==> src/rtl/disp_irq_status.sv <==
module disp_irq_status #(
  parameter int NCH = 7,
  parameter int IDW = 32,
  parameter int AW  = 3
) (
  input  logic               clk,
  input  logic               rst_n,
  input  logic               reg_wr,
  input  logic [AW-1:0]      reg_sel,
  input  logic [31:0]        reg_wdata,
  output logic [31:0]        reg_rdata,
  input  logic [NCH-1:0]     ev_sof,
  input  logic [NCH-1:0]     ev_eof,
  input  logic [NCH-1:0]     ev_bs,
  input  logic [NCH-1:0]     sof_en,
  input  logic [NCH-1:0]     eof_en,
  input  logic               ev_ber,
  input  logic [2:0]         ev_ber_ch,
  input  logic [4:0]         ev_aux,
  input  logic               frame_done,
  input  logic [NCH*IDW-1:0] frame_id,
  output logic               irq,
  output logic               panel_en
);

  localparam int CHW = 3;
  localparam logic [AW-1:0] SEL_CA = AW'(0);
  localparam logic [AW-1:0] SEL_CB = AW'(1);
  localparam logic [AW-1:0] SEL_SA = AW'(2);
  localparam logic [AW-1:0] SEL_SB = AW'(3);
  localparam logic [AW-1:0] SEL_ID = AW'(4);
  localparam logic [31:0] CA_KEEP = 32'h07FF_FFFF;
  localparam logic [31:0] CB_KEEP = 32'h3F3F_3F3F;
  localparam logic [31:0] SA_W1C  = 32'h0000_0FFF;
  localparam logic [31:0] SB_W1C  = 32'h003E_3F3F;

  logic [31:0]    ca_q, cb_q, sa_q, sb_q;
  logic [31:0]    ca_d, sa_d, sb_d;
  logic [IDW-1:0] id_q;
  logic           irq_q;
  logic [31:0]    sa_set, sb_set;
  logic [NCH-1:0] hit;
  logic [CHW-1:0] win_ch;
  logic           any_hit;
  logic [9:0]     sa_live;
  logic           irq_d;

  wire wr_ca  = reg_wr && (reg_sel == SEL_CA);
  wire wr_cb  = reg_wr && (reg_sel == SEL_CB);
  wire wr_sa  = reg_wr && (reg_sel == SEL_SA);
  wire wr_sb  = reg_wr && (reg_sel == SEL_SB);
  wire qd_ev  = wr_ca && ca_q[0] && !reg_wdata[0];
  wire ldd_ev = frame_done && ca_q[10] && ca_q[0];

  always_comb begin
    sa_set = '0;
    sb_set = '0;
    hit    = '0;
    sa_set[1] = ev_sof[0] & sof_en[0];
    sa_set[8] = ev_eof[0] & eof_en[0];
    sa_set[9] = ev_bs[0];
    hit[0] = (sa_set[1] & ~ca_q[4]) | (sa_set[8] & ~ca_q[6]) | (sa_set[9] & ~ca_q[20]);
    for (int ch = 1; ch < NCH; ch++) begin
      sb_set[ch-1]  = ev_sof[ch] & sof_en[ch];
      sb_set[ch+7]  = ev_eof[ch] & eof_en[ch];
      sb_set[ch+15] = ev_bs[ch];
      hit[ch] = (sb_set[ch-1] & ~cb_q[ch-1]) | (sb_set[ch+7] & ~cb_q[ch+7]) |
                (sb_set[ch+15] & ~cb_q[ch+15]);
    end
    for (int ch = 0; ch < NCH; ch++)
      if (ev_ber && ev_ber_ch == CHW'(ch)) hit[ch] = 1'b1;
    sa_set[4]  = ev_aux[0];
    sa_set[5]  = ev_aux[1];
    sa_set[6]  = ev_aux[2];
    sa_set[11] = ev_aux[3];
    sa_set[12] = ev_aux[4];
  end

  always_comb begin
    win_ch = '0;
    for (int ch = NCH - 1; ch >= 0; ch--)
      if (hit[ch]) win_ch = CHW'(ch);
  end
  assign any_hit = |hit;

  assign sa_live = {sa_q[12] & ~ca_q[24], sa_q[11] & ~ca_q[23], sa_q[9] & ~ca_q[20],
                    sa_q[8] & ~ca_q[6],   sa_q[7] & ~ca_q[11],  sa_q[6] & ~ca_q[21],
                    sa_q[5] & ~cb_q[24],  sa_q[4] & ~ca_q[5],   sa_q[1] & ~ca_q[4],
                    sa_q[0] & ~ca_q[3]};
  assign irq_d = (|sa_live) | (|(sb_q & ~cb_q));

  always_comb begin
    ca_d = ca_q;
    if (wr_ca) ca_d = reg_wdata & CA_KEEP;
    else if (ldd_ev) ca_d[0] = 1'b0;

    sa_d = sa_q;
    if (wr_sa) begin
      sa_d = sa_q & ~(reg_wdata & SA_W1C);
      if (reg_wdata[2]) sa_d[30:28] = '0;
    end
    sa_d = sa_d | sa_set;
    if (ev_ber) begin
      sa_d[2]     = 1'b1;
      sa_d[30:28] = ev_ber_ch;
    end
    if (qd_ev) sa_d[7] = 1'b1;
    if (ldd_ev) sa_d[0] = 1'b1;
    if (any_hit && irq_q) sa_d[10] = 1'b1;

    sb_d = sb_q;
    if (wr_sb) sb_d = sb_q & ~(reg_wdata & SB_W1C);
    sb_d = sb_d | sb_set;
  end

  always_ff @(posedge clk) begin
    if (!rst_n) begin
      ca_q  <= '0;
      cb_q  <= '0;
      sa_q  <= '0;
      sb_q  <= '0;
      id_q  <= '0;
      irq_q <= 1'b0;
    end else begin
      ca_q  <= ca_d;
      if (wr_cb) cb_q <= reg_wdata & CB_KEEP;
      sa_q  <= sa_d;
      sb_q  <= sb_d;
      irq_q <= irq_d;
      if (any_hit && !irq_q) id_q <= frame_id[int'(win_ch)*IDW +: IDW];
    end
  end

  always_comb begin
    case (reg_sel)
      SEL_CA:  reg_rdata = ca_q;
      SEL_CB:  reg_rdata = cb_q;
      SEL_SA:  reg_rdata = sa_q;
      SEL_SB:  reg_rdata = sb_q;
      SEL_ID:  reg_rdata = 32'(id_q);
      default: reg_rdata = '0;
    endcase
  end

  assign irq      = irq_q;
  assign panel_en = ca_q[0];

  p_ber_field_r4: assert property (@(posedge clk) disable iff (!rst_n)
    ev_ber |=> (sa_q[2] && sa_q[30:28] == $past(ev_ber_ch)));
  p_id_hold_r5: assert property (@(posedge clk) disable iff (!rst_n)
    !any_hit |=> $stable(id_q));
  p_further_r6: assert property (@(posedge clk) disable iff (!rst_n)
    (any_hit && irq_q) |=> sa_q[10]);
  p_quiet_r10: assert property (@(posedge clk) disable iff (!rst_n)
    (sa_q == 32'h0 && sb_q == 32'h0) |=> !irq_q);
  p_qd_r11: assert property (@(posedge clk) disable iff (!rst_n)
    qd_ev |=> sa_q[7]);
  p_ldd_r12: assert property (@(posedge clk) disable iff (!rst_n)
    (ldd_ev && !wr_ca) |=> (!ca_q[0] && sa_q[0]));
  p_sb_span_r3: assert property (@(posedge clk) disable iff (!rst_n)
    sb_q[31:22] == 10'h0);

endmodule

==> config.mk <==
export PLATFORM = sky130hd
export DESIGN_NAME = disp_irq_status
export DESIGN_NICKNAME = d
export VERILOG_FILES = /design/src/rtl/disp_irq_status.sv
export SDC_FILE = /design/constraint.sdc
export NUM_CORES = 1
export LEC_CHECK = 0
export ABC_CLOCK_PERIOD_IN_PS = 4690
export BUFFER_PORTS_ARGS = -buffer_cell sky130_fd_sc_hd__buf_2
export CAP_MARGIN = 20
export CORE_AREA = 5 5 131 133
export DETAILED_ROUTE_END_ITERATION = 12
export DIE_AREA = 0 0 136 138
export GPL_TIMING_DRIVEN = 0
export PLACE_DENSITY = 0.9
export SYNTH_ARGS = -nofsm -noshare
export SYNTH_HDL_FRONTEND = slang
export SYNTH_SLANG_ARGS = --single-unit
==> constraint.sdc <==
create_clock -name clk -period 4.69 [get_ports clk]
set_input_delay 0.2345 -clock clk [delete_from_list [all_inputs] [get_ports clk]]
set_output_delay 0.2345 -clock clk [all_outputs]
set_load 0.02 [all_outputs]
Word-level counts from Yosys, hierarchy flattened --
Index checks and enable logic that the tools add are counted.
Storage, ports and cells: flip-flop bits (word level) 148, input port bits 307, output and inout bits 34, logic and storage cells 164
Operators by class: equality and inequality tests 10, shift-type cells 1, muxes and demuxes 25, bitwise operators 96, reduce and logical (&&, ||, !) cells 25
Operators with widths (count):
- variable part select 224 x 9 -> 32 bit | 1
- case mux 32 bit (5 select lines) | 1
- bitwise AND 32 bit | 3
- 2-to-1 mux 32 bit | 2
- bitwise AND 1 bit | 45
- inverter 12 -> 32 bit | 1
- inverter 22 -> 32 bit | 1
- inverter 30 -> 32 bit | 1
- bitwise OR 32 x 13 -> 32 bit | 1
- bitwise OR 32 x 22 -> 32 bit | 1
- OR reduction 32 bit | 1
- inverter 1 bit | 28
- 2-to-1 mux 3 bit | 9
- logical AND 1 bit | 17
- bitwise OR 1 bit | 15
- 2-to-1 mux 1 bit | 13
- == test 3 x 2 -> 1 bit (second input constant) | 4
- == test 3 bit (second input constant) | 4
- OR reduction 10 bit | 1
- OR reduction 7 bit | 1
- == test 3 x 1 -> 1 bit (second input constant) | 2
- zero test 3 bit | 2
- zero test 1 bit | 2
- nonzero test 2 bit | 1

Longest topological paths before layout --
Gate-level depths: netlist of the first run.
depth after elaboration 13, gate-level depth with buffers 11, mapped depth without buffers 7

Worst setup path after synthesis of the first run --
No wires, ideal clock.
path type reg-to-reg, start register cb_q[16], end register id_q[0], setup time 0.084 ns, data arrival time 2.037 ns, required time 4.606 ns, slack 2.569 ns, stages on the path, launching flop included 10, path buffers 2, clock period less this slack 2.121 ns, path through dfxtp_1 -> nand2b_1 -> o221ai_2 -> or3_1 -> or3_1 -> buf_2 -> a21boi_4 -> buf_6 -> and3_1 -> o31ai_2
On the way: word-level cells in the longest chain between the ends 7, elaborated cells on any way between the ends 9, those cells by class 1 x shift; 3 x mux; 3 x bitwise; 2 x reduce/logical
Ends and longest elaborated chain:
- start: declaration | RTL line 37 | logic [31:0] ca_q, cb_q, sa_q, sb_q;
- start signal: assignment | RTL line 126 | if (wr_cb) cb_q <= reg_wdata & CB_KEEP;
- inverter 1 bit * | RTL line 68 | (sb_set[ch+15] & ~cb_q[ch+15]);
- bitwise AND 1 bit * | RTL line 68
- bitwise OR 1 bit * | RTL line 67 | hit[ch] = (sb_set[ch-1] & ~cb_q[ch-1]) | (sb_set[ch+7] & ~cb_q[ch+7]) |
- 2-to-1 mux 1 bit * | RTL line 71 | if (ev_ber && ev_ber_ch == CHW'(ch)) hit[ch] = 1'b1;
- 2-to-1 mux 3 bit (2 in series) | RTL line 82 | if (hit[ch]) win_ch = CHW'(ch);
- variable part select 224 x 9 -> 32 bit | RTL line 130 | if (any_hit && !irq_q) id_q <= frame_id[int'(win_ch)*IDW +: IDW];
- end signal: assignment | RTL line 130
- end: declaration | RTL line 39 | logic [IDW-1:0] id_q;
Mark *: on every way between the ends. The rest lies on a longest branch, timed or not. A chain may end at the register's enable or synchronous reset.

Worst setup path in the final report of the first run --
start input reg_sel[1], end output reg_rdata[12]
On the way: word-level cells in the longest chain between the ends 2, elaborated cells on any way between the ends 6, those cells by class 4 x eq/ne; 1 x mux; 1 x reduce/logical
Ends and longest elaborated chain:
- start: declaration | RTL line 9 | input logic [AW-1:0] reg_sel,
- == test 3 bit, or another cell as far along | RTL line 135 | case (reg_sel)
- case mux 32 bit (5 select lines) * | RTL line 135
- end: declaration | RTL line 11 | output logic [31:0] reg_rdata,
Marks and branches as above.

==> results.md, run 1 <==
* Worst-Margin Slew at between 1 and 1.5 ns
* DR pass1 iterations at 8
* Drt drc at 0
* Hold Fails Final Rpt at 0
* PortBufs at 337
* Worst EP arrival at approximately 2.9 ns
* Critical path cell sequence: buf_2 -> buf_2 -> buf_1 -> buf_1 -> mux2i_1 -> o22ai_1 -> buf_2
* H-tree levels at 4
* CP Buf/Inv Count at 5
* Total GRT Usage at 33.5%
* Slowest cell on the critical path: buf_1
* Drt initial violations at 1054
* Global route overflow at 0
* Cell count after synthesis at 974
* # Post-CTS Setup Buffers at 0
* CP Class: in2out
* Site Rows at 46
* Complex-gate fraction of the synthesized area at 26.2%
* Via density at between 5 and 6
* Most common cell after layout, fill and taps aside: buf_2
* Most frequent CP cell: buf_2
* Synth warnings at 0
* GR Util met3 at 9.29%
* Fill count at ~1400
* Layout Area Growth over Synthesis at 33.7%
* Max transition margin at between 30% and 40%
* CP max FO at 10
* Slowest Stage Delay on Critical Path at 0.71 ns
* Min Tclk post-route at 3.12 ns
* FF-to-FF setup slack at roughly 1.8 ns
* Synth Area in Adders at 0%
* Setup crit start kind: primary input
* Final period util at 66.5%
* Total I/O pin count at about 340
* Die width at ~140 µm
* CTS Buffer Depth at 2
* Die Ht at 138 µm
* Area share of xor/xnor cells in the synthesized design at 0%
* Initial antenna violation count at 6
* Final setup margin at 1.57 ns
* Mapped Nets at between 1000 and 1500
* Max Slew Vio Count at 0
* Drt total wl at 32.7 mm
* Fmax at 321 MHz
* Grt met1 use at 39.1%
* Leak at 0.00445 µW
* Post-synth EDFFs at 0
* HPWL after detailed placement at between 20 and 30 mm
* Most used DFF post-synth: dfxtp_1
* CP endpoint kind: output port
* Layout cell share with drive strength beyond 1 at a little over a third
* Finished Core Util at about 65%
* Critical Path RT at 4.46 ns
* Post-synthesis mux area share at 14.5%
* Root Driver: clkbuf_16
* Starting Density at a little under 50%
* Number of global-route vias before repair at 8992
* Peak VDD IR at 0.000297 V
* RSZ-0062 raised after global routing: no
* Met2 Use GR at roughly 55%
* Top delay family on crit path: buffers and inverters
* Combinational family with the most area after synthesis: compound AO/OA/AOI/OAI gates
* Place WS at 1.70 ns
* Clk_skew at 0.0110 ns
* Yosys reg bits at between 100 and 150
* Post-cts resize count at 0
* Mean Syn Cell Area at 7.81 µm²
* Largest net degree at the start of global routing at 17
* Global-route wire length before repair at 48.5 mm
* Cells after DPL at 1527
* Mapped Area at 0.00760 mm²
* CTS buffer count at 17
* Unique masters post-synth at 50
* CTS tree: built
* Most frequent cells in the layout: buf_2, nand2_1, dfxtp_1
* Core area at between 0.015 and 0.02 mm²
* # nets final at 1637
* DRT antenna net count at 0
* Hold Buf Count CTS at 0
* Post-synthesis sequential area ratio at 31.1%
* GR peak layer: met2
* Setup Viol. Count Final at 0
* Sink Count at 118
* Hold Crit Class: in2reg
* Power Density at approximately 290 mW/mm²
* Max-Cap Viols at 0
* Worst-Skew Late Latency at 0.43 ns
* Final cell count without fillers at between 1500 and 2000
* Async set or reset register ratio after synthesis at 0%
* Status: complete, no violations
* Sum of negative setup slack at 0 ns
* Final estimated routing congestion in global placement at 0.982
* Post-synthesis simple-gate area fraction at between 20% and 30%
* CTS clock-pin slew for the worst setup and hold paths at about 0.06 ns
* Wire per inst at 20.9 µm
* Die Area at 0.0188 mm²
* Via count at between 9000 and 10000
==> registers in the layout, summed over array words and instances, names as in the netlist <==
signal / cells
cb_q: 24
irq: 1
sa_q: 16
ca_q: 27
sb_q: 18
id_q: 32
==> synth_stat cells, drive strengths merged, types with 2 or more instances <==
| master | n | area share [%] |
|---|---|---|
| nor3 | 2 | 0.13 |
| nor2b | 14 | 1.2 |
| o22ai | 21 | 1.7 |
| nand4 | 2 | 0.16 |
| o221ai | 3 | 0.43 |
| and2 | 9 | 0.74 |
| o21ai | 46 | 3.0 |
| nand2 | 251 | 12 |
| and3 | 34 | 2.8 |
| nor2 | 33 | 1.6 |
| nand3 | 4 | 0.33 |
| clkbuf | 50 | 2.5 |
| a221oi | 35 | 4.1 |
| mux2 | 64 | 9.5 |
| a21boi | 62 | 6.3 |
| mux2i | 36 | 4.7 |
| nor3b | 7 | 0.69 |
| o31ai | 32 | 5.1 |
| a21oi | 45 | 3.0 |
| o21a | 13 | 1.3 |
| or3 | 3 | 0.25 |
| nand3b | 9 | 0.89 |
| nand2b | 8 | 0.66 |
| buf | 25 | 1.9 |
| a22oi | 4 | 0.39 |
| inv | 31 | 1.5 |
| dfxtp | 118 | 31 |
==> layer usage <==
metal / wire length, µm / vias up
met5: 0 / -
li1: - / 4146
met3: 3870 / 147
met1: 11400 / 4117
met2: 15600 / 659
met4: 1870 / 0
==> logic make-up (layout without fill, tap and decap cells) <==
kind of cell           count (synthesis)  count (layout)
AOI/OAI and AO/OA                    268             268
buffers and inverters                106             474
DFF                                  118             118
muxes                                101             101
other                                  0               8
and+or+nand+nor                      381             381
==> area by class of cell <==
| class | instances | area, µm² | share of cell area [%] |
|---|---|---|---|
| diodes | 8 | 20.0 | 0.197 |
| plain buffers | 75 | 334 | 3.29 |
| clock buffers | 23 | 488 | 4.80 |
| clock inverters | 8 | 97.6 | 0.960 |
| inverters | 31 | 116 | 1.14 |
| multi-input cells | 750 | 4790 | 47.1 |
| flip-flops and latches | 118 | 2360 | 23.2 |
| well taps | 216 | 270 | 2.66 |
| repair buffers | 337 | 1690 | 16.6 |
==> worst register-to-register path: cells and delay by family (launching register included) <==
kind	cells	cell delay [ns]
buffers and inverters	1	0.42
and+or+nand+nor	5	1.63
AOI/OAI and AO/OA	2	0.46
DFF	1	0.33
==> path summary, 6_finish.rpt <==
| path | cells after the start | end | start |
|---|---|---|---|
| worst max-delay path | 7 | reg_rdata[12] | reg_sel[1] |
| worst min-delay path | 2 | sa_q[4]$_SDFF_PN0_ | ev_aux[0] |
| worst max register to register | 8 | id_q[13]$_SDFFE_PN0P_ | cb_q[5]$_SDFFE_PN0P_ |
| worst min register to register | 2 | sa_q[3]$_SDFFE_PN0P_ | sa_q[3]$_SDFFE_PN0P_ |
==> power by group <==
part	switching, µW	total (µW)	leakage [µW]	internal [µW]
clock network	468	1300	0.000281	831
registers	38.8	1100	0.000968	1060
logic	317	579	0.00320	262
total	824	2970	0.00445	2150
==> per-stage QoR <==
| step | area [µm²] | hold slack [ns] | total power [µW] |
|---|---|---|---|
| finish | 10200 | 0.0185 | 2970 |
| floorplan | 7600 | 0.322 | 1410 |
| CTS | 10100 | 0.0131 | 2960 |
| global route | 10200 | 0.0336 | 3070 |
| global placement | 9560 | 0.419 | 1660 |
| detailed placement | 9560 | 0.440 | 1680 |
No activity file was read; power rests on OpenSTA's default activity.
==> run 2, diff against run 1 <==
==> config.mk (replaced) <==
export PLATFORM = sky130hd
export DESIGN_NAME = disp_irq_status
export DESIGN_NICKNAME = d
export VERILOG_FILES = /design/src/rtl/disp_irq_status.sv
export SDC_FILE = /design/constraint.sdc
export NUM_CORES = 1
export LEC_CHECK = 0
export ABC_CLOCK_PERIOD_IN_PS = 3300
export BUFFER_PORTS_ARGS = -buffer_cell sky130_fd_sc_hd__buf_2
export CAP_MARGIN = 20
export CORE_MARGIN = 5
export CORE_UTILIZATION = 48
export DETAILED_ROUTE_END_ITERATION = 12
export GPL_TIMING_DRIVEN = 0
export PLACE_DENSITY = 0.89
export SYNTH_ARGS = -nofsm -noshare
export SYNTH_HDL_FRONTEND = slang
export SYNTH_SLANG_ARGS = --single-unit
==> constraint.sdc (replaced) <==
create_clock -name clk -period 3.3 [get_ports clk]
set_input_delay 0.165 -clock clk [delete_from_list [all_inputs] [get_ports clk]]
set_output_delay 0.165 -clock clk [all_outputs]
set_load 0.02 [all_outputs]
==> results.md, run 2 (synthesized netlist as in run 1, its figures left out) <==
* Cells after DPL at 1527
* CP Class: reg2reg
* CTS Buffer Depth at 2
* Worst min-delay path endpoint: sb_q[18]$_SDFF_PN0_
* DRT antenna net count at 0
* Sum of negative setup slack at 0 ns
* Max reg flops at 32
* Site Rows at 46
* Hold Fails Final Rpt at 1
* Die Ht at 136 µm
* GR peak layer: met2
* RR Endpoint: id_q[4]$_SDFFE_PN0P_
* Hold Crit Class: in2reg
* Via count at roughly 9200
* Max transition margin at 38.2%
* Layout cell share with drive strength beyond 1 at between 30% and 40%
* Max Slew Vio Count at 0
* CTS buffer count at 17
* PortBufs at 337
* Number of global-route vias before repair at around 9000
* Fmax at 343 MHz
* Place WS at 0.493 ns
* Most frequent cells in the layout: buf_2, nand2_1, dfxtp_1
* Layout Area Growth over Synthesis at 36.4%
* Final setup margin at 0.389 ns
* HPWL after detailed placement at 25.8 mm
* Worst-Margin Slew at between 0.9 and 1 ns
* Max-Cap Viols at 0
* Most common cell after layout, fill and taps aside: buf_2
* Global route overflow at 0
* Failing checks: negative hold slack
* Wire per inst at 20.6 µm
* Worst EP arrival at 3.24 ns
* Largest net degree at the start of global routing at 17
* CP endpoint kind: register
* Met2 Use GR at 57.0%
* Initial antenna violation count at 6
* Final estimated routing congestion in global placement at 1.00
* Sink Count at 118
* Reg2reg start: cb_q[5]$_SDFFE_PN0P_
* Min Tclk post-route at 2.91 ns
* Status: finished with violations
* Total GRT Usage at 34.0%
* CP max FO at 10
* Drt drc at 0
* Critical Path RT at 3.63 ns
* Via density at 5.83
* CTS tree: built
* CTS clock-pin slew for the worst setup and hold paths at around 0.060 ns
* Core area at 0.0157 mm²
* Worst-Skew Late Latency at approximately 0.42 ns
* DR pass1 iterations at 7
* Drt initial violations at 1037
* Setup Viol. Count Final at 0
* # nets final at 1650
* Final period util at 88.2%
* Post-cts resize count at 0
* Final cell count without fillers at ~1600
* Setup crit start kind: register
* Largest registers: id_q x32, ca_q x27, cb_q x24
* Worst R2R Path Depth at 8
* RSZ-0062 raised after global routing: no
* Starting Density at 48.4%
* Worst hold slack at -0.000945 ns
* Power Density at 434 mW/mm²
* H-tree levels at 4
* Drt total wl at between 30 and 40 mm
* Global-route wire length before repair at roughly 48 mm
* Biggest register: id_q
* Fill count at 1369
* Grt met1 use at 39.7%
* Clk_skew at 0.00677 ns
* Finished Core Util at 66.0%
* Leak at 0.00455 µW
* Die Area at 0.0185 mm²
* Worst Hold Depth at 2
* GR Util met3 at 8.92%
* FF-to-FF setup slack at 0.39 ns
* Hold path start: ev_bs[3]
* Die width at roughly 140 µm
* Total I/O pin count at 341
* Peak VDD IR at 0.000377 V
* Root Driver: clkbuf_16
run 2: cell count changes in the layout (fill, tap and decap cells not counted), sizes merged:
| cell | before | now |
|---|---|---|
| inv | 31 | 32 |
| clkbuf | 73 | 71 |
| bufinv | 2 | 5 |
| diode | 8 | 4 |
| dlygate4sd3 | 0 | 13 |
| clkinv | 3 | 4 |
| clkinvlp | 3 | 1 |
run 2: metal layers:
layer  wire length (µm)  vias up
li1                   -     4185
met1              11800     4182
met2              15200      654
met3               3580      164
met4               1950        4
met5                 27        -
run 2: final cells by class:
cell class | instances | area, µm² | area share (%)
multi-input cells | 750 | 4790 | 46.2
flip-flops and latches | 118 | 2360 | 22.8
repair buffers | 350 | 1820 | 17.5
clock buffers | 21 | 480 | 4.63
plain buffers | 75 | 334 | 3.22
well taps | 216 | 270 | 2.60
clock inverters | 11 | 194 | 1.87
inverters | 31 | 116 | 1.12
diodes | 4 | 10.0 | 0.0965
run 2: metrics by stage:
step / instance area [µm²] / total power (µW) / hold WS, ns
final: 10400 / 4500 / -0.000945
after global routing: 10400 / 4640 / 0.00416
after CTS: 10400 / 4470 / 0.000355
after detailed placement: 9560 / 2380 / 0.381
after global placement: 9560 / 2360 / 0.378
after floorplan: 7600 / 2010 / 0.252
run 2: what timing repair did:
action                                  4_1_cts  5_1_grt
endpoints found under the setup margin        0        0
buffers inserted                              0        0
hold endpoints to repair                     12        1
hold buffers                                 12        1
run 2: worst max-delay path, stage by stage (launching register included):
cell	delay [ns]
dfxtp_1	0.34
nand3b_1	0.24
and4_1	0.26
nor3b_1	0.14
nor3b_1	0.18
nor3b_1	0.75
clkbuf_1	0.32
o21ai_0	0.27
o31ai_2	0.31
run 2: how the worst max path moves through the flow:
stage	slack, ns	cells past startpoint	end	start
3_3_place_gp	0.56	7	reg_rdata[12]	reg_sel[1]
6_report	0.39	8	id_q[4]$_SDFFE_PN0P_	cb_q[5]$_SDFFE_PN0P_
5_1_grt	0.30	8	id_q[4]$_SDFFE_PN0P_	cb_q[5]$_SDFFE_PN0P_
3_5_place_dp	0.49	8	id_q[4]$_SDFFE_PN0P_	cb_q[5]$_SDFFE_PN0P_
4_1_cts	0.47	8	id_q[4]$_SDFFE_PN0P_	cb_q[5]$_SDFFE_PN0P_
2_1_floorplan	1.18	9	id_q[0]$_SDFFE_PN0P_	cb_q[16]$_SDFFE_PN0P_
run 2: report_power, final:
| group | internal, µW | total [µW] | switching, µW |
|---|---|---|---|
| clock network | 1420 | 2120 | 694 |
| logic | 382 | 831 | 449 |
| registers | 1500 | 1550 | 53.8 |
==> run 3, diff against run 2 <==
--- a/config.mk
+++ b/config.mk
@@ -8,7 +8,7 @@
 export ABC_CLOCK_PERIOD_IN_PS = 3300
 export BUFFER_PORTS_ARGS = -buffer_cell sky130_fd_sc_hd__buf_2
 export CAP_MARGIN = 20
-export CORE_MARGIN = 5
+export CORE_MARGIN = 3
 export CORE_UTILIZATION = 48
 export DETAILED_ROUTE_END_ITERATION = 12
 export GPL_TIMING_DRIVEN = 0
==> constraint.sdc (replaced) <==
create_clock -name clk -period 3.3 [get_ports clk]
set_input_delay 0.165 -clock clk [delete_from_list [all_inputs] [get_ports clk]]
set_output_delay 0.165 -clock clk [all_outputs]
set_load 0.01 [all_outputs]
==> results.md, run 3 (synthesized netlist as in run 1, its figures left out) <==
* FF-to-FF setup slack at 0.24 ns
* Largest net degree at the start of global routing at 17
* Wire per inst at 20.3 µm
* Final period util at between 90% and 100%
* Most frequent cells in the layout: buf_2, nand2_1, dfxtp_1
* Fmax at 327 MHz
* Sum of negative setup slack at 0 ns
* Number of global-route vias before repair at 9122
* Final Cell Area at around 0.010 mm²
* Starting Density at 49.5%
* Reg2reg start: cb_q[5]$_SDFFE_PN0P_
* Switching Power at 1170 µW
* Global-route wire length before repair at 48.4 mm
* Total I/O pin count at 341
* CP Class: reg2reg
* DRT antenna net count at 0
* Drt initial violations at 920
* Post-cts resize count at 0
* Biggest register: id_q
* Total GRT Usage at 35.6%
* Final estimated routing congestion in global placement at 1.01
* Via density at 5.75
* Drt drc at 0
* RR Endpoint: id_q[14]$_SDFFE_PN0P_
* PortBufs at 337
* Setup crit start kind: register
* Hold Fails Final Rpt at 0
* Min Tclk post-route at 3.06 ns
* Initial antenna violation count at 2
* Critical Path RT at around 3.6 ns
* Die width at ~130 µm
* Core area at 0.0154 mm²
* Max-Cap Viols at 0
* Sink Count at between 100 and 150
* Worst-Skew Late Latency at 0.43 ns
* Leak at between 0.004 and 0.005 µW
* Seq pwr share at 36.4%
* H-tree levels at 4
* Worst EP arrival at 3.39 ns
* CTS buffer count at 17
* CTS clock-pin slew for the worst setup and hold paths at 0.06 ns
* Footprint of the multi-input gates at 0.00479 mm²
* Max transition margin at 22.7%
* # nets final at 1655
* Worst-Margin Slew at 1.16 ns
* Die Area at 0.0174 mm²
* CP endpoint kind: register
* Largest registers: id_q x32, ca_q x27, cb_q x24
* Most common cell after layout, fill and taps aside: buf_2
* Gate power share at 19.4%
* Worst R2R Path Depth at 8
* Max reg flops at 32
* CTS Buffer Depth at 2
* Switching Share at 27.3%
* Setup Viol. Count Final at 0
* Register Area at 0.00236 mm²
* Hold path start: reg_wdata[22]
* Drt total wl at 32.0 mm
* Global route overflow at 0
* Power Density at 414 mW/mm²
* Max Slew Vio Count at 0
* Worst Hold Depth at 3
* Clock Power Share at between 40% and 50%
* Internal Power at 3110 µW
* CP max FO at 10
* Layout cell share with drive strength beyond 1 at 34.7%
* Root Driver: clkbuf_16
* RSZ-0062 raised after global routing: no
* Site Rows at 45
* Via count at between 9000 and 10000
* Peak VDD IR at 0.000371 V
* HPWL after detailed placement at around 25 mm
* Placed cell areas at 0.00955 mm²
* Fill count at 1330
* Die Ht at 132 µm
* Status: complete, no violations
* Clk_skew at ~0.0057 ns
* DR pass1 iterations at 5
* CTS tree: built
* Worst min-delay path endpoint: ca_q[22]$_SDFFE_PN0P_
* Hold Crit Class: in2reg
* Layout Area Growth over Synthesis at 35.9%
[run 3: cell types whose count changed in the layout (fill, tap and decap cells not counted), sizes merged]
cell	delta
clkbuf	+2
bufinv	-2
dlygate4sd3	+5
inv	-1
clkinvlp	+1
diode	-2
[run 3: worst max-delay path, cell delays in order (launching register included)]
cell and delay [ns]:
dfxtp_1 0.34, nand3b_1 0.23, and4_1 0.26, nor3b_1 0.14, nor3b_1 0.17, nor3b_1 0.92, clkbuf_1 0.41, o21ai_0 0.22
o31ai_2 0.27
[run 3: worst max path at each step]
| stage | startpoint | endpoint |
|---|---|---|
| after detailed placement | cb_q[5]$_SDFFE_PN0P_ | id_q[14]$_SDFFE_PN0P_ |
| after CTS | cb_q[5]$_SDFFE_PN0P_ | id_q[14]$_SDFFE_PN0P_ |
| after global routing | cb_q[5]$_SDFFE_PN0P_ | id_q[14]$_SDFFE_PN0P_ |
| final | cb_q[5]$_SDFFE_PN0P_ | id_q[14]$_SDFFE_PN0P_ |
| after floorplan | cb_q[16]$_SDFFE_PN0P_ | id_q[0]$_SDFFE_PN0P_ |
| after global placement | reg_sel[1] | reg_rdata[12] |
[run 3: per-layer routing]
layer  wire length, µm  global-route usage, %
met1             11800                   40.9
met2             15200                   59.9
met3              3170                   9.62
met4              1810                   19.7
met5                 0                      0
[run 3: through the flow]
step | total power (µW) | util, % | instances | worst slack, ns | hold slack (ns)
3_5_place_dp | 2370 | 62.2 | 1522 | 0.334 | 0.387
4_1_cts | 4250 | 67.2 | 1572 | 0.314 | 0.00105
3_3_place_gp | 2360 | 62.2 | 1522 | 0.467 | 0.378
5_1_grt | 4410 | 67.2 | 1574 | 0.0534 | 0.00386
2_1_floorplan | 2000 | - | 974 | 1.18 | 0.252
6_report | 4280 | 67.2 | 1574 | 0.241 | 0.00570
[run 3: final cells by class]
cell class | count | share of cell area, %
Clock inverter | 9 | 1.21
Timing Repair Buffer | 355 | 18.1
Tap cell | 211 | 2.56
Inverter | 31 | 1.13
Antenna cell | 2 | 0.0484
Clock buffer | 23 | 4.53
Sequential cell | 118 | 22.9
Buffer | 75 | 3.23
Multi-Input combinational cell | 750 | 46.4
[run 3: power groups by stage]
stage,clock network [µW],registers (µW),logic [µW]
after floorplan,0,1560,433
after global placement,0,1580,776
after detailed placement,0,1580,789
after CTS,1890,1550,812
after global routing,1950,1560,893
final,1890,1560,829
[run 3: timing repair]
action,in CTS,in global routing
hold endpoints to repair,19,0
setup buffers,0,0
hold buffers,18,0
